### config.mk
export PLATFORM = sky130hd
export DESIGN_NAME = bitplane_shifter
export DESIGN_NICKNAME = d
export VERILOG_FILES = /design/src/rtl/vs_pkg.sv /design/src/rtl/vs_stager.sv /design/src/rtl/vs_serializer.sv /design/src/rtl/vs_palette.sv /design/src/rtl/bitplane_shifter.sv
export SDC_FILE = /design/constraint.sdc
export NUM_CORES = 1
export LEC_CHECK = 0
export CORE_UTILIZATION = 65
export CTS_BUF_LIST = sky130_fd_sc_hd__clkbuf_8
export CTS_CLUSTER_SIZE = 14
export DETAILED_ROUTE_END_ITERATION = 10
export DONT_BUFFER_PORTS = 1
export GPL_TIMING_DRIVEN = 0
export PLACE_DENSITY = 0.86
export SETUP_SLACK_MARGIN = 0.4
export SKIP_CTS_REPAIR_TIMING = 1
export SYNTH_ARGS = -nofsm -noshare
export SYNTH_HDL_FRONTEND = slang
export SYNTH_SLANG_ARGS = --single-unit
### constraint.sdc
create_clock -name clk -period 4.68 [get_ports clk]
set_input_delay 0.234 -clock clk [delete_from_list [all_inputs] [get_ports clk]]
set_output_delay 0.234 -clock clk [all_outputs]
set_load 0.02 [all_outputs]
### src/rtl/vs_pkg.sv
package vs_pkg;
    localparam int VS_WORD_W = 16;
    localparam int VS_PLANES = 4;
    localparam int VS_CH_W   = 4;

    typedef enum logic [1:0] {
        VS_FOUR  = 2'b00,
        VS_TWO   = 2'b01,
        VS_ONE   = 2'b10,
        VS_ONE_B = 2'b11
    } vs_mode_e;
endpackage

### src/rtl/vs_stager.sv
module vs_stager
    import vs_pkg::*;
#(
    parameter int WORD_W = VS_WORD_W,
    parameter int PLANES = VS_PLANES
) (
    input  logic                           clk,
    input  logic                           rst_n,
    input  logic [1:0]                     mode_i,
    input  logic                           wr_i,
    input  logic                           de_i,
    input  logic [WORD_W-1:0]              word_i,
    input  logic                           take_i,
    output logic                           full_o,
    output logic [PLANES-1:0][WORD_W-1:0]  stage_o
);
    localparam int IDX_W = (PLANES > 1) ? $clog2(PLANES) : 1;

    typedef struct packed {
        logic [PLANES-1:0][WORD_W-1:0] stage;
        logic [IDX_W-1:0]              cnt;
        logic                          full;
    } stg_t;

    stg_t             st_d, st_q;
    logic [IDX_W-1:0] last_d;
    logic             accept_d;

    always_comb begin
        case (vs_mode_e'(mode_i))
            VS_FOUR: last_d = IDX_W'(PLANES - 1);
            VS_TWO:  last_d = IDX_W'(PLANES / 2 - 1);
            default: last_d = '0;
        endcase
    end

    always_comb begin
        st_d     = st_q;
        accept_d = wr_i && de_i && (!st_q.full || take_i);
        if (take_i) begin
            st_d.full = 1'b0;
        end
        if (accept_d) begin
            st_d.stage[st_q.cnt] = word_i;
            if (st_q.cnt == last_d) begin
                st_d.cnt  = '0;
                st_d.full = 1'b1;
            end else begin
                st_d.cnt = st_q.cnt + 1'b1;
            end
        end
    end

    always_ff @(posedge clk or negedge rst_n) begin
        if (!rst_n) begin
            st_q <= '0;
        end else begin
            st_q <= st_d;
        end
    end

    assign full_o  = st_q.full;
    assign stage_o = st_q.stage;
endmodule

### src/rtl/vs_serializer.sv
module vs_serializer
    import vs_pkg::*;
#(
    parameter int WORD_W = VS_WORD_W,
    parameter int PLANES = VS_PLANES,
    localparam int CNT_W = $clog2(WORD_W + 1)
) (
    input  logic                           clk,
    input  logic                           rst_n,
    input  logic                           full_i,
    input  logic [PLANES-1:0][WORD_W-1:0]  stage_i,
    output logic                           take_o,
    output logic [PLANES-1:0]              bits_o,
    output logic [CNT_W-1:0]               left_o
);
    typedef struct packed {
        logic [PLANES-1:0][WORD_W-1:0] shift;
        logic [CNT_W-1:0]              left;
    } shf_t;

    shf_t sh_d, sh_q;

    always_comb begin
        sh_d   = sh_q;
        take_o = full_i && (sh_q.left <= CNT_W'(1));
        if (take_o) begin
            sh_d.shift = stage_i;
            sh_d.left  = CNT_W'(WORD_W);
        end else if (sh_q.left != '0) begin
            for (int p = 0; p < PLANES; p++) begin
                sh_d.shift[p] = {sh_q.shift[p][WORD_W-2:0], 1'b0};
            end
            sh_d.left = sh_q.left - 1'b1;
        end
    end

    always_ff @(posedge clk or negedge rst_n) begin
        if (!rst_n) begin
            sh_q <= '0;
        end else begin
            sh_q <= sh_d;
        end
    end

    for (genvar p = 0; p < PLANES; p++) begin : g_tap
        assign bits_o[p] = sh_q.shift[p][WORD_W-1];
    end

    assign left_o = sh_q.left;
endmodule

### src/rtl/vs_palette.sv
module vs_palette
    import vs_pkg::*;
#(
    parameter int PLANES  = VS_PLANES,
    parameter int CH_W    = VS_CH_W,
    localparam int ENTRIES = 1 << PLANES,
    localparam int COLOR_W = 3 * CH_W
) (
    input  logic               clk,
    input  logic               rst_n,
    input  logic               we_i,
    input  logic [PLANES-1:0]  addr_i,
    input  logic [COLOR_W-1:0] wdata_i,
    input  logic [PLANES-1:0]  pix_idx_i,
    output logic [COLOR_W-1:0] rdata_o,
    output logic [COLOR_W-1:0] pix_color_o,
    output logic               invert_o
);
    logic [ENTRIES-1:0][COLOR_W-1:0] pal_d, pal_q;

    always_comb begin
        pal_d = pal_q;
        if (we_i) begin
            pal_d[addr_i] = wdata_i;
        end
    end

    always_ff @(posedge clk or negedge rst_n) begin
        if (!rst_n) begin
            pal_q <= '0;
        end else begin
            pal_q <= pal_d;
        end
    end

    assign rdata_o     = pal_q[addr_i];
    assign pix_color_o = pal_q[pix_idx_i];
    assign invert_o    = pal_q[0][0];
endmodule

### src/rtl/bitplane_shifter.sv
module bitplane_shifter
    import vs_pkg::*;
#(
    parameter int WORD_W = VS_WORD_W,
    parameter int PLANES = VS_PLANES,
    parameter int CH_W   = VS_CH_W
) (
    input  logic                  clk,
    input  logic                  rst_n,
    input  logic [1:0]            mode_i,
    input  logic                  de_i,
    input  logic                  blank_i,
    input  logic                  word_we_i,
    input  logic [WORD_W-1:0]     word_i,
    input  logic                  pal_we_i,
    input  logic [PLANES-1:0]     pal_addr_i,
    input  logic [3*CH_W-1:0]     pal_wdata_i,
    output logic [3*CH_W-1:0]     pal_rdata_o,
    output logic [CH_W-1:0]       red_o,
    output logic [CH_W-1:0]       green_o,
    output logic [CH_W-1:0]       blue_o
);
    localparam int COLOR_W = 3 * CH_W;
    localparam int CNT_W   = $clog2(WORD_W + 1);
    localparam logic [PLANES-1:0] TWO_MASK = PLANES'((1 << (PLANES / 2)) - 1);

    typedef struct packed {
        logic [CH_W-1:0] r;
        logic [CH_W-1:0] g;
        logic [CH_W-1:0] b;
    } rgb_t;

    logic                          stage_full;
    logic                          take;
    logic [PLANES-1:0][WORD_W-1:0] stage_words;
    logic [PLANES-1:0]             pix_bits;
    logic [CNT_W-1:0]              run_left;
    logic [PLANES-1:0]             pix_idx;
    logic [COLOR_W-1:0]            pix_color;
    logic                          invert;
    logic                          dot;
    rgb_t                          out_d, out_q;

    vs_stager #(.WORD_W(WORD_W), .PLANES(PLANES)) u_stager (
        .clk     (clk),
        .rst_n   (rst_n),
        .mode_i  (mode_i),
        .wr_i    (word_we_i),
        .de_i    (de_i),
        .word_i  (word_i),
        .take_i  (take),
        .full_o  (stage_full),
        .stage_o (stage_words)
    );

    vs_serializer #(.WORD_W(WORD_W), .PLANES(PLANES)) u_serializer (
        .clk     (clk),
        .rst_n   (rst_n),
        .full_i  (stage_full),
        .stage_i (stage_words),
        .take_o  (take),
        .bits_o  (pix_bits),
        .left_o  (run_left)
    );

    vs_palette #(.PLANES(PLANES), .CH_W(CH_W)) u_palette (
        .clk         (clk),
        .rst_n       (rst_n),
        .we_i        (pal_we_i),
        .addr_i      (pal_addr_i),
        .wdata_i     (pal_wdata_i),
        .pix_idx_i   (pix_idx),
        .rdata_o     (pal_rdata_o),
        .pix_color_o (pix_color),
        .invert_o    (invert)
    );

    always_comb begin
        case (vs_mode_e'(mode_i))
            VS_FOUR: pix_idx = pix_bits;
            VS_TWO:  pix_idx = pix_bits & TWO_MASK;
            default: pix_idx = '0;
        endcase
        dot = pix_bits[0] ^ invert;
    end

    always_comb begin
        out_d = out_q;
        if (blank_i) begin
            out_d = '0;
        end else if (mode_i[1]) begin
            out_d = {COLOR_W{dot}};
        end else begin
            out_d = pix_color;
        end
    end

    always_ff @(posedge clk or negedge rst_n) begin
        if (!rst_n) begin
            out_q <= '0;
        end else begin
            out_q <= out_d;
        end
    end

    assign red_o   = out_q.r;
    assign green_o = out_q.g;
    assign blue_o  = out_q.b;
endmodule

After elaboration in Yosys (flattened, before gate mapping)
Index checks and enable logic that the tools add are counted.
{"block": "classes", "add_sub_neg": 2, "order_cmp": 6, "n_eq_ne": 2, "n_mux": 20, "bitwise_logic": 1, "reduce_logical": 10}
{"operator": "$bwmux W192", "count": 1}
{"operator": "$mux W69", "count": 2}
{"operator": "$bmux W12 S4", "count": 2}
{"operator": "$bwmux W64", "count": 1}
{"operator": "$mux W12", "count": 5}
{"operator": "$demux W12 S4", "count": 1}
{"operator": "$demux W16 S2", "count": 1}
{"operator": "$mux W16", "count": 1}
{"operator": "$lt A4 B5 Y1 const B", "count": 2}
{"operator": "$pmux W4 S2", "count": 1}
{"operator": "$le A5 B1 Y1 const B", "count": 1}
{"operator": "$logic_and A1 B1 Y1", "count": 5}
{"operator": "$reduce_bool A5 Y1", "count": 1}
{"operator": "$sub A5 B1 Y5 const B", "count": 1}
{"operator": "$ge A4 B1 Y1 const B", "count": 1}
{"operator": "$pmux W2 S2", "count": 1}
{"operator": "$lt A2 B3 Y1 const B", "count": 1}
{"operator": "$mux W1", "count": 3}
{"operator": "$add A2 B1 Y2 const B", "count": 1}
{"operator": "$eq A2 B1 Y1 const B", "count": 1}
{"operator": "$eq A2 B2 Y1", "count": 1}
{"operator": "$ge A2 B1 Y1 const B", "count": 1}
{"operator": "$logic_not A2 Y1", "count": 1}
{"operator": "$mux W2", "count": 1}
{"operator": "4 further kinds", "count": 4}
{"block": "totals", "ff_bits": 340, "inputBits": 40, "out_inout_bits": 24, "elab_cells": 71}

Logic depth before layout (Yosys ltp)
Gate-level depths: netlist of run 1.
{"block": "logic_depth", "ltp_word": 6, "ltp_mapped": 9, "mapped_depth_nobuf": 7}

Modules after synthesis
From an unflattened synthesis of run 1, not the netlist that was laid out.
{"block": "hier_totals", "hier_cells": 1240, "area_unflattened_um2": 17182.7}
{"module": "vs_palette", "instances": 1, "cells_each": 642, "area_each_um2": 10029.6, "seq_area_each_um2": 4804.6}
{"module": "vs_stager", "instances": 1, "cells_each": 224, "area_each_um2": 3311.9, "seq_area_each_um2": 1676.6}
{"module": "vs_serializer", "instances": 1, "cells_each": 328, "area_each_um2": 3286.9, "seq_area_each_um2": 1726.7}
{"module": "bitplane_shifter", "instances": 1, "cells_each": 46, "area_each_um2": 554.3, "seq_area_each_um2": 300.3}

Worst setup path before layout of run 1
Ideal clock, no wire load.
{"block": "synth_path", "path_type": "input port to output port", "startpoint": "input port pal_addr_i[1]", "endpoint": "output port pal_rdata_o[0]", "arrival_time_ns": 1.747, "required_ns": 4.446, "slack_ns": 2.699, "cell_stages": 5, "path_buffers": 3, "path_cell_list": "clkbuf_1 -> buf_2 -> buf_2 -> mux4_2 -> mux4_2"}
{"block": "synth_via", "elab_chain_cells": 2}
{"item": "start: declaration", "line_no": "bitplane_shifter.sv:16", "rtl": "input logic [PLANES-1:0] pal_addr_i,"}
{"item": "$bmux W12 S4", "line_no": "vs_palette.sv:36", "rtl": "assign rdata_o = pal_q[addr_i];"}
{"item": "$mux W12 (not written as such)", "line_no": "vs_palette.sv:36"}
{"item": "end: declaration", "line_no": "bitplane_shifter.sv:18", "rtl": "output logic [3*CH_W-1:0] pal_rdata_o,"}
No other way between the ends. The select of a mux whose other input is x is not followed.

==> results of run 1 <==
-- flip-flops by register name, summed over array words and instances (netlist names) --
name / count
blue_o: 4
green_o: 4
red_o: 4
u_palette.invert_o: 1
u_palette.pal_q: 191
u_serializer.bits_o: 4
u_serializer.left_o: 5
u_serializer.sh_q: 60
u_stager.full_o: 1
u_stager.st_q: 2
u_stager.stage_o: 64
-- kinds of logic after synthesis --
kind of cell / after synthesis / share of synthesized area [%]
flops: 340 / 50.81
buf+inv: 111 / 3.347
compound gates: 184 / 7.046
xor+xnor: 3 / 0.1569
fa+ha+maj: 7 / 0.5230
simple gates: 227 / 6.127
mux: 413 / 31.99
-- stage by stage --
stage / setup slack [ns] / power [uW] / instances / util, %
CTS: 2.053 / 9929 / 1714 / 72.43
global route: 1.776 / 10470 / 1745 / 73.66
global placement: 2.054 / 7079 / 1615 / 67.94
floorplan: 2.699 / 6493 / 1285 / -
finish: 1.729 / 10080 / 1747 / 73.68
detailed placement: 2.095 / 7290 / 1615 / 67.94
-- final timing paths --
path                                    endpoint  depth (start not counted)
setup / recovery                        red_o[1]                          6
max in group asynchronous   u_palette.pal_q[131]                          0
hold reg to reg            u_serializer.sh_q[37]                          2
hold / removal               u_palette.pal_q[55]                          0
min in group clk                u_stager.st_q[1]                          3
setup reg to reg                        red_o[1]                          6
-- cell usage in the layout (no fill, tap or decap), drive strengths merged, types with 10 or more instances in the layout --
master	count
a211oi	13
a21oi	20
a311oi	32
buf	62
clkbuf	112
clkinv	11
dfrtp	340
dlygate4sd3	31
inv	24
mux2	257
mux2i	96
mux4	60
nand2	149
nand2b	10
nand3	19
nor2	19
nor2b	16
o21a	10
o21ai	89
o221ai	11
-- worst reg2reg max path, stage by stage, from the launching register on --
cell and delay, ns:
dfrtp_1 0.40, nor3b_2 0.77, buf_2 0.51, o21ai_0 0.17, a21oi_1 0.14, o21ai_0 0.12, a311oi_1 0.65
-- cell type report --
type | count | area share, %
multi-input combinational | 834 | 41.25
clock inverter | 30 | 0.9885
buffer | 105 | 2.892
sequential | 340 | 45.73
inverter | 6 | 0.1210
tap | 330 | 2.219
clock buffer | 69 | 5.104
antenna | 2 | 0.02690
timing repair buffer | 31 | 1.668
-- report_power, final --
| group | switching, uW | internal (uW) |
|---|---|---|
| clock | 1260 | 1390 |
| combinational | 1410 | 1440 |
| sequential | 722 | 3860 |
-- per-layer routing --
layer	wire length [um]	part of all wire, %	global-route usage [%]	up-vias
met4	2765	5.7	21.36	0
met1	17770	37	46.31	6000
met2	22270	46	56.33	833
li1	-	-	-	4888
met3	5340	11	12.94	243
met5	0	0	0	-
==> results.toml, run 1 <==
[cells_and_area]
area_growth_pct = 11.12
finalInstanceArea_um2 = 18610
multiInputGateArea_um2 = 7676
fin_nets = 1419
register_area_um2 = 8508
fill_cells = 1583
layout-drive-gt1-share_pct = 32.58

[routing]
routed_via_density = 6.848
totalWireLength_um = 48150
ant_nets = 0
firstDrtPassIters = 5
remaining_drc_errors = 0
avgRoutedWirePerCell_um = 27.56
first_iter_violations = 1782
via_count = 11964

[synthesis]
synth_ff_type = "dfrtp_1"
yosysTopAreaCell = "dfrtp_1"
avgSynthCellArea_um2 = 13.03
yosysSeqAreaShare_pct = 50.81
yosysTopAreaCellShare_pct = 50.81
syn-instance-count = 1285
synth_common_cells = "dfrtp_1 (340), mux2_2 (209), nand2_1 (145)"
synth_area_leaders = "dfrtp_1 (51%), mux2_2 (14%), mux4_2 (8.1%)"
synth_cell_types = 45
synth_most_common_cell = "dfrtp_1"
syn_nets = 1332
synth_edf_count = 0
synth-seq-cells = 340
synth-async-reset-ratio_pct = 100.0
yosys_warnings = 0
syn-cell-area_um2 = 16740

[placed_design]
place.gp.congestion = 0.9569
dpl.hpwl_um = 29630
place_area_um2 = 17160
io_buffers = 0

[global_routing]
grt_max_degree = 341
grt_pass1_vias = 12353
grt-ovfl-total = 0
grtUsageTotal_pct = 37.09
grt_pass1_wl_um = 72540
antenna_found_initial = 0

[timing]
post-route-period-util_pct = 63.07
period_needed_ns = 2.951
slew_headroom_pct = 24.77
whs_ns = -0.6574
rsz0062_at_grt = "no"
fin_skew_ns = 0.02684
finalSetupViolations = 0
fmax_mhz = 338.8
final.setup.tns_ns = 0
worst_pin_slew_ns = 1.128
finalHoldViolCount = 340
slew_viol_final = 0

[critical_path]
cp_top_family = "compound AO/OA/AOI/OAI gates"
cp_max_fo = 10
crit_start = "u_serializer.bits_o[2]"
ff2ff_setup_slack_ns = 1.73
worst_path_max_delay_cell = "nor3b_2"
crit_required_ns = 5.11
slowest_delay_ns = 0.77
worst_path_most_repeated_cell = "o21ai_0"
path_buf_inv = 1
r2r-start = "u_serializer.bits_o[2]"
end_kind = "flip-flop"
start_kind = "flip-flop"
worstPathArrival_ns = 3.38
crit_chain = "nor3b_2 -> buf_2 -> o21ai_0 -> a21oi_1 -> o21ai_0 -> a311oi_1"
setup.worst_path.class = "flip-flop to flip-flop"

[clocking]
htreeDepth = 2
cts_buffers = 54
cts_tree = "done"
cts.sinks = 340
clock_latency_ns = 0.62
clk_pin_slew_ns = 0.07
clock_path_buffers = 3
cts_root_buf = "clkbuf_8"

[floorplanning]
coreArea_um2 = 25250
dieArea_um2 = 26410
start_util_pct = 66.30
num_io_pins = 64
die_w_um = 162.5
die_h_um = 162.5
rows = 58

[power]
p_leak_uw = 0.008020
p_per_area_nw_per_um2 = 541.9
max-vdd-ir-drop_v = 0.0003863

[job]
cap_violations = 0

[status]
status = "complete, but fails checks"
failed_checks = "negative hold slack"

[hold_path]
hold_class = "primary input to async pin"
No activity file was read; power rests on OpenSTA's default activity.
==> inputs of run 2 (changes only) <==
- ABC_AREA: default -> 1
- CORE_UTILIZATION: 65 -> 60
- PLACE_DENSITY: 0.86 -> 0.84
- clock period: 4.68 -> 2.6 ns (I/O delays scaled with it)
==> run 2 against run 1 <==
Against the previous run: the flow still finishes with violations (negative hold slack); routed wire length up 31%; clock skew about the same; global-route usage up 6.9 points; synthesized cell count up 64%; first-iteration DRC count up 17%; clock-buffer cell count down 4; critical endpoint is now pal_rdata_o[9]; largest cell class unchanged.
==> results.toml, run 2 <==
[timing]
worst_pin_slew_ns = 0.9934
slew_viol_final = 0
fmax_mhz = 447.5
whs_ns = -0.8039
finalSetupViolations = 0
finalHoldViolCount = 357
period_needed_ns = 2.235
final.setup.tns_ns = 0
setup_ws_ns = 0.3652
slew_headroom_pct = 33.27
post-route-period-util_pct = 85.95
rsz0062_at_grt = "no"
fin_skew_ns = 0.02677

[synthesis]
synth_common_cells = "nand2_1 (667), dfrtp_1 (340), o21ai_0 (336)"
avgSynthCellArea_um2 = 7.898
syn_nets = 2155
synth_ff_type = "dfrtp_1"
synth-async-reset-ratio_pct = 100.0
yosysSeqAreaShare_pct = 51.10
synth_area_leaders = "dfrtp_1 (51%), nand2_1 (15%), o21ai_0 (10%)"
yosys_warnings = 0
synth_most_common_cell = "nand2_1"
yosysTopAreaCellShare_pct = 51.10
syn-cell-area_um2 = 16650
yosysTopAreaCell = "dfrtp_1"
synth_edf_count = 0
synth_cell_types = 34
synth-seq-cells = 340
syn-instance-count = 2108

[global_routing]
antenna_found_initial = 5
grt_pass1_vias = 15604
grt_pass1_wl_um = 92150
grt-ovfl-total = 0
grt_max_degree = 341
grtUsageTotal_pct = 43.99

[routing]
totalWireLength_um = 63110
via_count = 16251
firstDrtPassIters = 6
wl_met3_um = 6530
avgRoutedWirePerCell_um = 24.16
top_layer = "met5"
routed_via_density = 6.222
ant_nets = 0
wl_met1_um = 22540
remaining_drc_errors = 0
first_iter_violations = 2081
wl_met2_um = 29430

[critical_path]
worstPathArrival_ns = 2.10
slowest_delay_ns = 0.45
cp_num_cells = 4
crit_chain = "nand2_1 -> o21ai_0 -> o21ai_0 -> nand4_1"
start_kind = "flip-flop"
end_kind = "output port"
cp_top_family = "compound AO/OA/AOI/OAI gates"
setup.worst_path.class = "flip-flop to output port"
ff2ff_setup_slack_ns = 0.43
worst_path_max_delay_cell = "o21ai_0"
worst_path_most_repeated_cell = "o21ai_0"
reg2reg_depth = 10
path_buf_inv = 0
crit_required_ns = 2.47
r2r-start = "u_serializer.bits_o[0]"
cp_max_fo = 3
r2r-end = "blue_o[3]"

[clocking]
clk_pin_slew_ns = 0.06
cts_buffers = 56
cts_root_buf = "clkbuf_8"
cts.sinks = 340
clock_path_buffers = 3
cts_tree = "done"
clock_latency_ns = 0.63
htreeDepth = 2

[cells_and_area]
top_register = "u_palette.pal_q"
layout-drive-gt1-share_pct = 8.628
final_cell_mix = "nand2_1 (667), dfrtp_1 (340), o21ai_0 (328)"
final_common_cell = "nand2_1"
fill_cells = 2200
largest_reg_flops = 191
area_growth_pct = 11.69
register_area_um2 = 8508
finalInstanceArea_um2 = 18600
fin_nets = 2247
multiInputGateArea_um2 = 6895

[job]
cap_violations = 0

[power]
max-vdd-ir-drop_v = 0.0009268
p_leak_uw = 0.009119
p_per_area_nw_per_um2 = 973.0
power_uw = 18090

[placed_design]
dpl.hpwl_um = 42610
place.gp.congestion = 1.013
post-place-ws_ns = 0.3089
io_buffers = 0
place_area_um2 = 17110

[floorplanning]
dieArea_um2 = 28420
rows = 60
die_w_um = 168.6
die_h_um = 168.6
coreArea_um2 = 27100
num_io_pins = 64
start_util_pct = 61.43

[status]
status = "complete, but fails checks"
failed_checks = "negative hold slack"

[hold_path]
hold_class = "primary input to async pin"
[run 2: changes by cell type after synthesis, moves of 16 or more]
cell	previous run	this run
mux2i_1	96	0
mux4_2	60	0
a22oi_1	0	24
buf_2	40	57
nor2b_1	16	0
mux2_4	40	0
nand3_1	19	304
nand2_1	145	667
inv_1	6	148
a311oi_1	32	0
o21ai_0	67	336
mux2_2	209	0
[run 2: worst max path at each step]
stage	from	slack, ns	to
after floorplan	u_serializer.left_o[1]	0.99	u_serializer.sh_q[46]
after global placement	mode_i[1]	0.34	green_o[2]
after detailed placement	pal_addr_i[1]	0.31	pal_rdata_o[2]
after CTS	u_palette.pal_q[86]	0.33	pal_rdata_o[2]
after global routing	u_serializer.bits_o[0]	0.40	red_o[2]
final	u_palette.pal_q[189]	0.37	pal_rdata_o[9]
[run 2: kinds of logic (layout without fill, tap and decap cells)]
group | Yosys count | count (layout) | synth area share [%]
compound gates | 427 | 427 | 13.79
other cells | 0 | 3 | 0
buf+inv | 291 | 420 | 7.508
xor+xnor | 4 | 4 | 0.2105
simple gates | 1039 | 1039 | 26.86
flops | 340 | 340 | 51.10
fa+ha+maj | 7 | 7 | 0.5261
[run 2: area by class of cell]
class	count	area share [%]
well taps	372	2.503
clock inverters	30	1.225
inverters	157	3.169
diodes	3	0.04037
plain buffers	134	3.586
clock buffers	65	4.811
flip-flops and latches	340	45.75
repair buffers	34	1.830
multi-input cells	1477	37.08
[run 2: stage by stage]
stage               instances  utilization, %
finish                   2612           68.62
global route             2609           68.59
CTS                      2575           67.29
detailed placement       2480           63.15
global placement         2480           63.15
floorplan                2108               -
[run 2: report_power, final]
part / switching [uW] / internal (uW)
clock: 2270 / 2580
sequential: 1120 / 6830
combinational: 3570 / 1730
[run 2: routing by layer]
| metal | GRT usage, % | vias up |
|---|---|---|
| met5 | 0 | - |
| met4 | 27.11 | 2 |
| met3 | 8.721 | 290 |
| met2 | 72.76 | 1132 |
| met1 | 53.39 | 7726 |
| li1 | - | 7101 |
[run 2: worst register-to-register path, cell delays in order (launching register included)]
cell	delay [ns]
dfrtp_1	0.35
buf_2	0.18
nand2_2	0.14
buf_4	0.21
buf_2	0.32
nand2_1	0.09
nand3_1	0.09
nand3_1	0.21
nand3_1	0.22
nand2_1	0.11
a21oi_1	0.14
==> inputs of run 3 (changes only) <==
- ABC_CLOCK_PERIOD_IN_PS: default -> 2600
- CELL_PAD_IN_SITES_DETAIL_PLACEMENT: default -> 1
- CELL_PAD_IN_SITES_GLOBAL_PLACEMENT: default -> 2
- CORE_UTILIZATION: 60 -> 36
- CTS_CLUSTER_SIZE: 14 -> 25
- PLACE_DENSITY: 0.84 -> 0.83
==> run 3 against run 2 <==
Against the previous run: combinational power is 2% higher; critical path type is now primary input to output port; the run still ends with negative hold slack left; largest power group unchanged; clock power is 18% higher; clock-buffer cell count is 14 higher; flip-flop and latch count stayed put; non-clock buffer count is 5 higher.
==> results.toml, run 3 (synthesized netlist as in run 2, its figures left out) <==
[status]
status = "complete, but fails checks"
failed_checks = "negative hold slack"

[clocking]
cts.sinks = 340
htreeDepth = 3
clock_path_buffers = 3
cts_root_buf = "clkbuf_8"
cts_tree = "done"
cts_buffers = 66
clock_latency_ns = 0.68
clk_pin_slew_ns = 0.05

[global_routing]
grt_pass1_wl_um = 105000
antenna_found_initial = 2
grt_max_degree = 341
grtUsageTotal_pct = 30.48
grt_pass1_vias = 16295
grt-ovfl-total = 0

[floorplanning]
die_h_um = 217.1
num_io_pins = 64
dieArea_um2 = 47110
die_w_um = 217.1
coreArea_um2 = 45480
rows = 78
start_util_pct = 36.61

[power]
power_uw = 19070
p_per_area_nw_per_um2 = 989.6
max-vdd-ir-drop_v = 0.0005820
p_leak_uw = 0.009277

[cells_and_area]
final_common_cell = "nand2_1"
layout-drive-gt1-share_pct = 10.31
top_register = "u_palette.pal_q"
finalInstanceArea_um2 = 19270
fill_cells = 5637
fin_nets = 2262
area_growth_pct = 15.74
largest_reg_flops = 191
final_cell_mix = "nand2_1 (666), dfrtp_1 (340), o21ai_0 (319)"

[hold_path]
hold_class = "primary input to async pin"

[routing]
ant_nets = 0
first_iter_violations = 1378
totalWireLength_um = 71600
firstDrtPassIters = 7
remaining_drc_errors = 0
avgRoutedWirePerCell_um = 25.03
via_count = 15966
routed_via_density = 5.581

[critical_path]
start_kind = "primary input"
cp_num_cells = 7
worst_path_max_delay_cell = "clkbuf_1"
cp_max_fo = 10
path_buf_inv = 3
worstPathArrival_ns = 2.07
slowest_delay_ns = 0.61
end_kind = "output port"
r2r-end = "green_o[0]"
reg2reg_depth = 10
crit_chain = "inv_1 -> nor2_2 -> inv_2 -> clkbuf_1 -> o21ai_0 -> o21ai_2 -> nand4_1"
cp_top_family = "buffers and inverters"
ff2ff_setup_slack_ns = 0.45
setup.worst_path.class = "primary input to output port"
crit_required_ns = 2.47
r2r-start = "u_serializer.bits_o[0]"

[timing]
worst_pin_slew_ns = 1.332
whs_ns = -0.8323
slew_headroom_pct = 10.49
post-route-period-util_pct = 84.69
fin_skew_ns = 0.02646
finalHoldViolCount = 341
fmax_mhz = 454.2
finalSetupViolations = 0
rsz0062_at_grt = "yes"
slew_viol_final = 0
period_needed_ns = 2.202

[placed_design]
dpl.hpwl_um = 49100
io_buffers = 0
place.gp.congestion = 0.9572
place_area_um2 = 17400

[job]
cap_violations = 0
## run 3: changes by cell type in the layout (fill, tap and decap cells not counted), moves of 4 or more
cell / change
a22oi_1: -5
a22oi_2: +5
buf_2: -5
clkbuf_8: +14
clkinv_8: +4
dlygate4sd3_1: +5
inv_1: -4
o21ai_0: -9
o21ai_2: +8
## run 3: final cells by class
cell class	count	area [um2]	area share, %
flip-flops and latches	340	8508	44.16
multi-input cells	1477	6963	36.14
clock buffers	79	1087	5.643
well taps	600	750.7	3.896
plain buffers	134	686.9	3.565
inverters	157	593.1	3.078
repair buffers	39	390.4	2.026
clock inverters	34	286.5	1.487
diodes	1	2.502	0.01299
## run 3: where the power goes
group	internal, uW	switching [uW]	total (uW)
registers	6830	1120	7950
logic	1770	3650	5410
clock network	3100	2610	5700
## run 3: stage by stage
stage                     std cells  utilization [%]   TNS [ns]  setup slack, ns
after floorplan                2108                -          0           0.9930
after global placement         2708            38.26  -0.009856        -0.009856
after detailed placement       2708            38.26          0          0.01816
after CTS                      2821            41.28   -0.08561         -0.08561
after global routing           2861            42.37          0           0.3561
final                          2861            42.37          0           0.3981
## run 3: routing by layer
metal	up-vias	routed length (um)	track usage (%)
met3	176	4387	5.772
met4	4	3782	15.35
met2	585	34060	50.34
met1	8058	29330	38.07
met5	-	46	0
li1	7143	-	-
## run 3: worst max-delay path by stage
stage / from / endpoint / slack (ns)
2_1_floorplan: u_serializer.left_o[1] / u_serializer.sh_q[46] / 0.99
3_3_place_gp: pal_addr_i[1] / pal_rdata_o[5] / -0.01
3_5_place_dp: pal_addr_i[0] / pal_rdata_o[5] / 0.02
4_1_cts: u_palette.pal_q[149] / pal_rdata_o[5] / -0.09
5_1_grt: u_palette.pal_q[125] / pal_rdata_o[5] / 0.36
6_report: pal_addr_i[0] / pal_rdata_o[8] / 0.40
